===== config.mk =====
export PLATFORM = sky130hd
export DESIGN_NAME = ulpi_guard_ctrl
export DESIGN_NICKNAME = d
export VERILOG_FILES = /design/src/rtl/ugc_pkg.sv /design/src/rtl/ugc_sync.sv /design/src/rtl/ugc_dir_release.sv /design/src/rtl/ugc_pull_ctrl.sv /design/src/rtl/ulpi_guard_ctrl.sv
export SDC_FILE = /design/constraint.sdc
export NUM_CORES = 1
export LEC_CHECK = 0
export BUFFER_PORTS_ARGS = -buffer_cell sky130_fd_sc_hd__buf_2
export CAP_MARGIN = 20
export CORE_AREA = 8 8 45 47
export DETAILED_ROUTE_END_ITERATION = 7
export DIE_AREA = 0 0 53 55
export GPL_TIMING_DRIVEN = 1
export PLACE_DENSITY = 0.56
export SLEW_MARGIN = 30
export SYNTH_ARGS = -nofsm -noshare
export SYNTH_HDL_FRONTEND = slang
export SYNTH_SLANG_ARGS = --single-unit

===== constraint.sdc =====
create_clock -name clk -period 3.6 [get_ports clk]
set_clock_uncertainty 0.05 [all_clocks]
set_input_delay 0.36 -clock clk [delete_from_list [all_inputs] [get_ports clk]]
set_output_delay 0.36 -clock clk [all_outputs]
set_load 0.01 [all_outputs]

===== src/rtl/ugc_pkg.sv =====
package ugc_pkg;

    localparam int UGC_DATA_W      = 8;
    localparam int UGC_SYNC_STAGES = 2;
    localparam int UGC_REL_CYCLES  = 4;

    typedef enum logic [0:0] {
        REL_WAIT = 1'b0,
        REL_DONE = 1'b1
    } rel_state_e;

    typedef struct packed {
        logic dir_oe;
        logic ulpi_oe;
        logic stp_pu;
        logic pd_req;
    } pin_ctl_t;

    function automatic int cnt_width(input int max_val);
        return (max_val < 2) ? 1 : $clog2(max_val + 1);
    endfunction

    function automatic pin_ctl_t pin_ctl(input logic pd_active);
        pin_ctl_t p;
        p.dir_oe  = ~pd_active;
        p.ulpi_oe = ~pd_active;
        p.stp_pu  = ~pd_active;
        p.pd_req  = pd_active;
        return p;
    endfunction

endpackage


===== src/rtl/ugc_sync.sv =====
module ugc_sync #(
    parameter int   STAGES    = 2,
    parameter bit   ASYNC_CLR = 1'b0,
    parameter logic CLR_VAL   = 1'b0
) (
    input  logic clk,
    input  logic clr,
    input  logic d,
    output logic q
);
    logic [STAGES-1:0] chain;

    generate
        if (ASYNC_CLR) begin : g_async
            always_ff @(posedge clk or posedge clr) begin
                if (clr) chain <= {STAGES{CLR_VAL}};
                else     chain <= {chain[STAGES-2:0], d};
            end
        end else begin : g_sync
            always_ff @(posedge clk) begin
                if (clr) chain <= {STAGES{CLR_VAL}};
                else     chain <= {chain[STAGES-2:0], d};
            end
        end
    endgenerate

    assign q = chain[STAGES-1];
endmodule


===== src/rtl/ugc_dir_release.sv =====
module ugc_dir_release
    import ugc_pkg::*;
#(
    parameter int WAIT = 2
) (
    input  logic clk,
    input  logic restart,
    input  logic rst_n,
    output logic dir_out
);
    localparam int CW = cnt_width(WAIT);

    rel_state_e    state;
    logic [CW-1:0] cnt;

    always_ff @(posedge clk) begin
        if (restart) begin
            state <= REL_WAIT;
            cnt   <= '0;
        end else if (state == REL_WAIT) begin
            if (cnt == CW'(WAIT - 1)) state <= REL_DONE;
            else                      cnt   <= cnt + CW'(1);
        end
    end

    // direction stays high until the count completes; the raw reset pin
    // forces it high without waiting for a clock edge
    assign dir_out = ~((state == REL_DONE) & rst_n);
endmodule


===== src/rtl/ugc_pull_ctrl.sv =====
module ugc_pull_ctrl #(
    parameter int DATA_W = 8
) (
    input  logic              clk,
    input  logic              sync_rst,
    input  logic              cfg_we,
    input  logic              cfg_wdata,
    input  logic              stp_seen,
    input  logic              pd_active,
    output logic [DATA_W-1:0] data_pd_en
);
    logic prot_dis;

    always_ff @(posedge clk) begin
        if (sync_rst)    prot_dis <= 1'b0;
        else if (cfg_we) prot_dis <= cfg_wdata;
    end

    logic engage;
    assign engage = stp_seen & ~prot_dis & ~pd_active & ~sync_rst;

    generate
        for (genvar i = 0; i < DATA_W; i++) begin : g_pd
            assign data_pd_en[i] = engage;
        end
    endgenerate
endmodule


===== src/rtl/ulpi_guard_ctrl.sv =====
module ulpi_guard_ctrl
    import ugc_pkg::*;
#(
    parameter int DATA_W      = UGC_DATA_W,
    parameter int SYNC_STAGES = UGC_SYNC_STAGES,
    parameter int REL_CYCLES  = UGC_REL_CYCLES
) (
    input  logic              clk,
    input  logic              rst_n,
    input  logic              pwr_dn,
    input  logic              stp_in,
    input  logic              cfg_we,
    input  logic              cfg_wdata,
    output logic              dir_out,
    output logic              dir_oe,
    output logic              ulpi_oe,
    output logic              stp_pu_en,
    output logic [DATA_W-1:0] data_pd_en,
    output logic              pd_req,
    output logic              reg_rst
);
    localparam int WAIT = REL_CYCLES - SYNC_STAGES;

    logic rst_ok;
    logic pwr_seen;
    logic stp_seen;
    logic sync_rst;
    logic pd_active;
    logic restart;
    pin_ctl_t pins;

    // reset: asynchronous assertion, synchronised release
    ugc_sync #(.STAGES(SYNC_STAGES), .ASYNC_CLR(1'b1), .CLR_VAL(1'b0)) u_rst_sync (
        .clk (clk),
        .clr (~rst_n),
        .d   (1'b1),
        .q   (rst_ok)
    );

    assign sync_rst = ~rst_ok;

    ugc_sync #(.STAGES(SYNC_STAGES), .ASYNC_CLR(1'b0), .CLR_VAL(1'b0)) u_pwr_sync (
        .clk (clk),
        .clr (sync_rst),
        .d   (pwr_dn),
        .q   (pwr_seen)
    );

    ugc_sync #(.STAGES(SYNC_STAGES), .ASYNC_CLR(1'b0), .CLR_VAL(1'b0)) u_stp_sync (
        .clk (clk),
        .clr (sync_rst),
        .d   (stp_in),
        .q   (stp_seen)
    );

    // the raw pin gates the enables at once; the synchronised copy holds
    // them off until the release sequence can start cleanly
    assign pd_active = pwr_dn | pwr_seen;
    assign restart   = sync_rst | pwr_seen;

    ugc_dir_release #(.WAIT(WAIT)) u_rel (
        .clk     (clk),
        .restart (restart),
        .rst_n   (rst_n),
        .dir_out (dir_out)
    );

    ugc_pull_ctrl #(.DATA_W(DATA_W)) u_pull (
        .clk        (clk),
        .sync_rst   (sync_rst),
        .cfg_we     (cfg_we),
        .cfg_wdata  (cfg_wdata),
        .stp_seen   (stp_seen),
        .pd_active  (pd_active),
        .data_pd_en (data_pd_en)
    );

    assign pins      = pin_ctl(pd_active);
    assign dir_oe    = pins.dir_oe;
    assign ulpi_oe   = pins.ulpi_oe;
    assign stp_pu_en = pins.stp_pu;
    assign pd_req    = pins.pd_req;
    assign reg_rst   = sync_rst;
endmodule


==> qor.txt <==
IO Count: 20
Worst setup SP type: register
CTS resizes: 0
Final #Nets: 66
CP Capture Type: output port
Synth area leaders: dfxtp_1 (39%), buf_4 (18%), dfrtp_1 (12%), and2_1 (6.0%), nor2_1 (3.6%)
Final setup viols: 0
syn_area_per_cell: 9.41 um2
PortBufs: 19
Cell variety after synth: 15
Rel. slew slack: 63.1%
drt pass-1 iters: 2
synth cell count leaders: buf_4 (10), dfxtp_1 (8), and2_1 (4), nor2_1 (4), inv_1 (3)
total number of vias: 298
Final Max Tran Viols: 0
Routability Congestion: 0.610
DRC: 0
Post-synth EDFFs: 0
status: complete, no violations
Max Freq: 517 MHz
GRT overflow: 0
clock network power share: 30.6%
flop-to-flop setup slack: 2.42 ns
internal power: 0.191 mW
drt initial violations: 2
pre-CTS setup slack: 1.69 ns
CORE AREA: 1380 um2
Final min period: 1.93 ns
Crit. Startpoint: u_pwr_sync.chain[1]$_SDFF_PN0_
part of the power in combinational logic: 17.7%
post-synthesis sequential area ratio: 50.8%
mapped cell area: 414 um2
CTS tree: yes
P_leak: 0.255 nW
Tot GR Track Use: 5.44%
top-area cell type share of the netlist area: 38.7%
post-synthesis net count: 51
initial antenna violation count: 0
htree depth: 1
Die H: 55 um
fraction of layout cells with a size suffix above 1: 37.9%
Fin. Hold Viols: 0
setup_tns: 0 ns
flip-flop and latch count after synthesis: 10
Psw: 0.0664 mW
critical path required time: 3.19 ns
ys flop type: dfxtp_1
Reg clk slew, reported paths: 0.06 ns
vias in the first global route: 228
Syn Inst Count: 44
Critical Path Max Stage Delay: 0.47 ns
crit share post-route: 53.7%
# diodes: 0
most common cell in the netlist: buf_4
Die ar.: 2920 um2
reg-to-reg startpoint: u_rel.cnt[1]$_SDFFE_PP0P_
CP Max Fanout: 8
Switching Share: 25.8%
final wirelength: 735 um
RSZ-0062 raised after global routing: no
Syn. warnings: 0
power per standard cell area: 524 nW/um2
area delta synth->final: 18.4%
clk root buf: clkbuf_4
crit path capture: data_pd_en[6]
max cap viols: 0
clock buffers created by TritonCTS: 3
post-synth top area cell: dfxtp_1
worst-case clock buffer depth: 2
WL per Instance: 9.93 um
FFs w/ async S/R, synth: 20.0%
FF-to-FF path depth: 4
die width: 53 um
largest net degree at the start of global routing: 9
Initial Util: 29.9%
CP arrival: 1.52 ns
first-pass GRT wire length: 1040 um
Via density: 4.03
post-DP HPWL: 591 um
Final WS setup: 1.67 ns
Worst-Skew Late Latency: 0.26 ns
r2r endpoint: u_rel.cnt[1]$_SDFFE_PP0P_
HP Class: primary input to register
Critical Path, Cell by Cell: nor2_1 -> inv_1 -> nor3_1 -> buf_2
worst-margin pin slew: 0.550 ns
Clock Sinks: 10
slowest stage cell, crit path: nor3_1
sequential share of power: 51.7%
worst setup path class: register to output port
Antenna Nets Post-Route: 0
Peak VDD IR: 0.199 mV
Core Rows: 14
==> logic make-up (layout without fill, tap and decap cells) <==
group | Yosys count | count (layout) | synth area share, %
other | 1 | 1 | 0.905
multiplexers | 1 | 1 | 2.42
buffers and inverters | 13 | 27 | 20.8
AND/OR/NAND/NOR | 14 | 14 | 17.2
flip-flops | 10 | 10 | 50.8
AO/OA/AOI/OAI | 4 | 4 | 4.83
adder cells (fa/ha/maj) | 1 | 1 | 3.02
==> how the worst min path moves through the flow <==
stage                start                              to  slack [ns]  depth (start not counted)
floorplan            rst_n   u_rst_sync.chain[0]$_DFF_PN0_        0.01                          0
global placement     rst_n   u_rst_sync.chain[1]$_DFF_PN0_        0.10                          1
detailed placement   rst_n   u_rst_sync.chain[1]$_DFF_PN0_        0.11                          1
CTS                 stp_in  u_stp_sync.chain[0]$_SDFF_PN0_        0.25                          2
global route        stp_in  u_stp_sync.chain[0]$_SDFF_PN0_        0.25                          2
finish              stp_in  u_stp_sync.chain[0]$_SDFF_PN0_        0.25                          2
==> per-stage QoR <==
stage               area, um2  std cells  util, %  total power [mW]  hold slack (ns)
finish                    490         74     35.4             0.257            0.255
global route              490         74     35.4             0.275            0.255
detailed placement        454         69     32.8             0.181            0.106
CTS                       490         74     35.4             0.262            0.247
global placement          454         69     32.8             0.180            0.104
floorplan                 414         44        -             0.169           0.0144
==> final cells by class <==
cell class / instances / area, um2
Inverter: 3 / 11.3
Sequential cell: 10 / 210
Timing Repair Buffer: 20 / 105
Multi-Input combinational cell: 21 / 118
Fill cell: 150 / 893
Tap cell: 16 / 20.0
Clock buffer: 4 / 26.3
==> sequential cells by signal, summed over array words and instances, names as in the netlist <==
name              count
u_pwr_sync.chain      2
u_rel.cnt             2
u_rst_sync.chain      2
u_stp_sync.chain      2
u_pull.prot_dis       1
u_rel.state           1
==> worst max-delay path, delay by kind of cell (launching register included) <==
kind,cells,cell delay [ns]
DFF,1,0.30
buffers and inverters,2,0.32
and+or+nand+nor,2,0.65
==> power by group through the flow <==
stage	Clock, mW	Combinational [mW]	Sequential [mW]
after floorplan	0	0.0359	0.133
after global placement	0	0.0445	0.135
after detailed placement	0	0.0449	0.136
after CTS	0.0820	0.0463	0.133
after global routing	0.0883	0.0516	0.135
final	0.0786	0.0456	0.133
==> layout by cell type, fill, tap and decap left out <==
cell           synthesis  layout
dlygate4sd3_1          0       1
nor3_1                 1       1
clkbuf_4               0       3
a21oi_1                2       2
o21ai_0                2       2
nand2b_1               1       1
buf_2                  0      19
dfrtp_1                2       2
or3_1                  2       2
mux2i_1                1       1
ha_1                   1       1
clkbuf_1               0       1
nor2_1                 4       4
nand2_1                2       2
and2_1                 4       4
inv_1                  3       3
dfxtp_1                8       8
conb_1                 1       1
==> metal layers <==
metal | GRT usage (%) | routed length, um | vias up
li1 | - | - | 153
met1 | 4.47 | 261 | 123
met2 | 7.03 | 270 | 17
met3 | 3.48 | 164 | 5
met4 | 9.05 | 39 | 0
met5 | 0 | 0 | -
==> repair_timing <==
item,CTS,global route
buffers inserted,0,0
hold endpoints to repair,2,0
hold buffers,1,0
endpoints found under the setup margin,0,0
(Power assumes the default switching activity.)
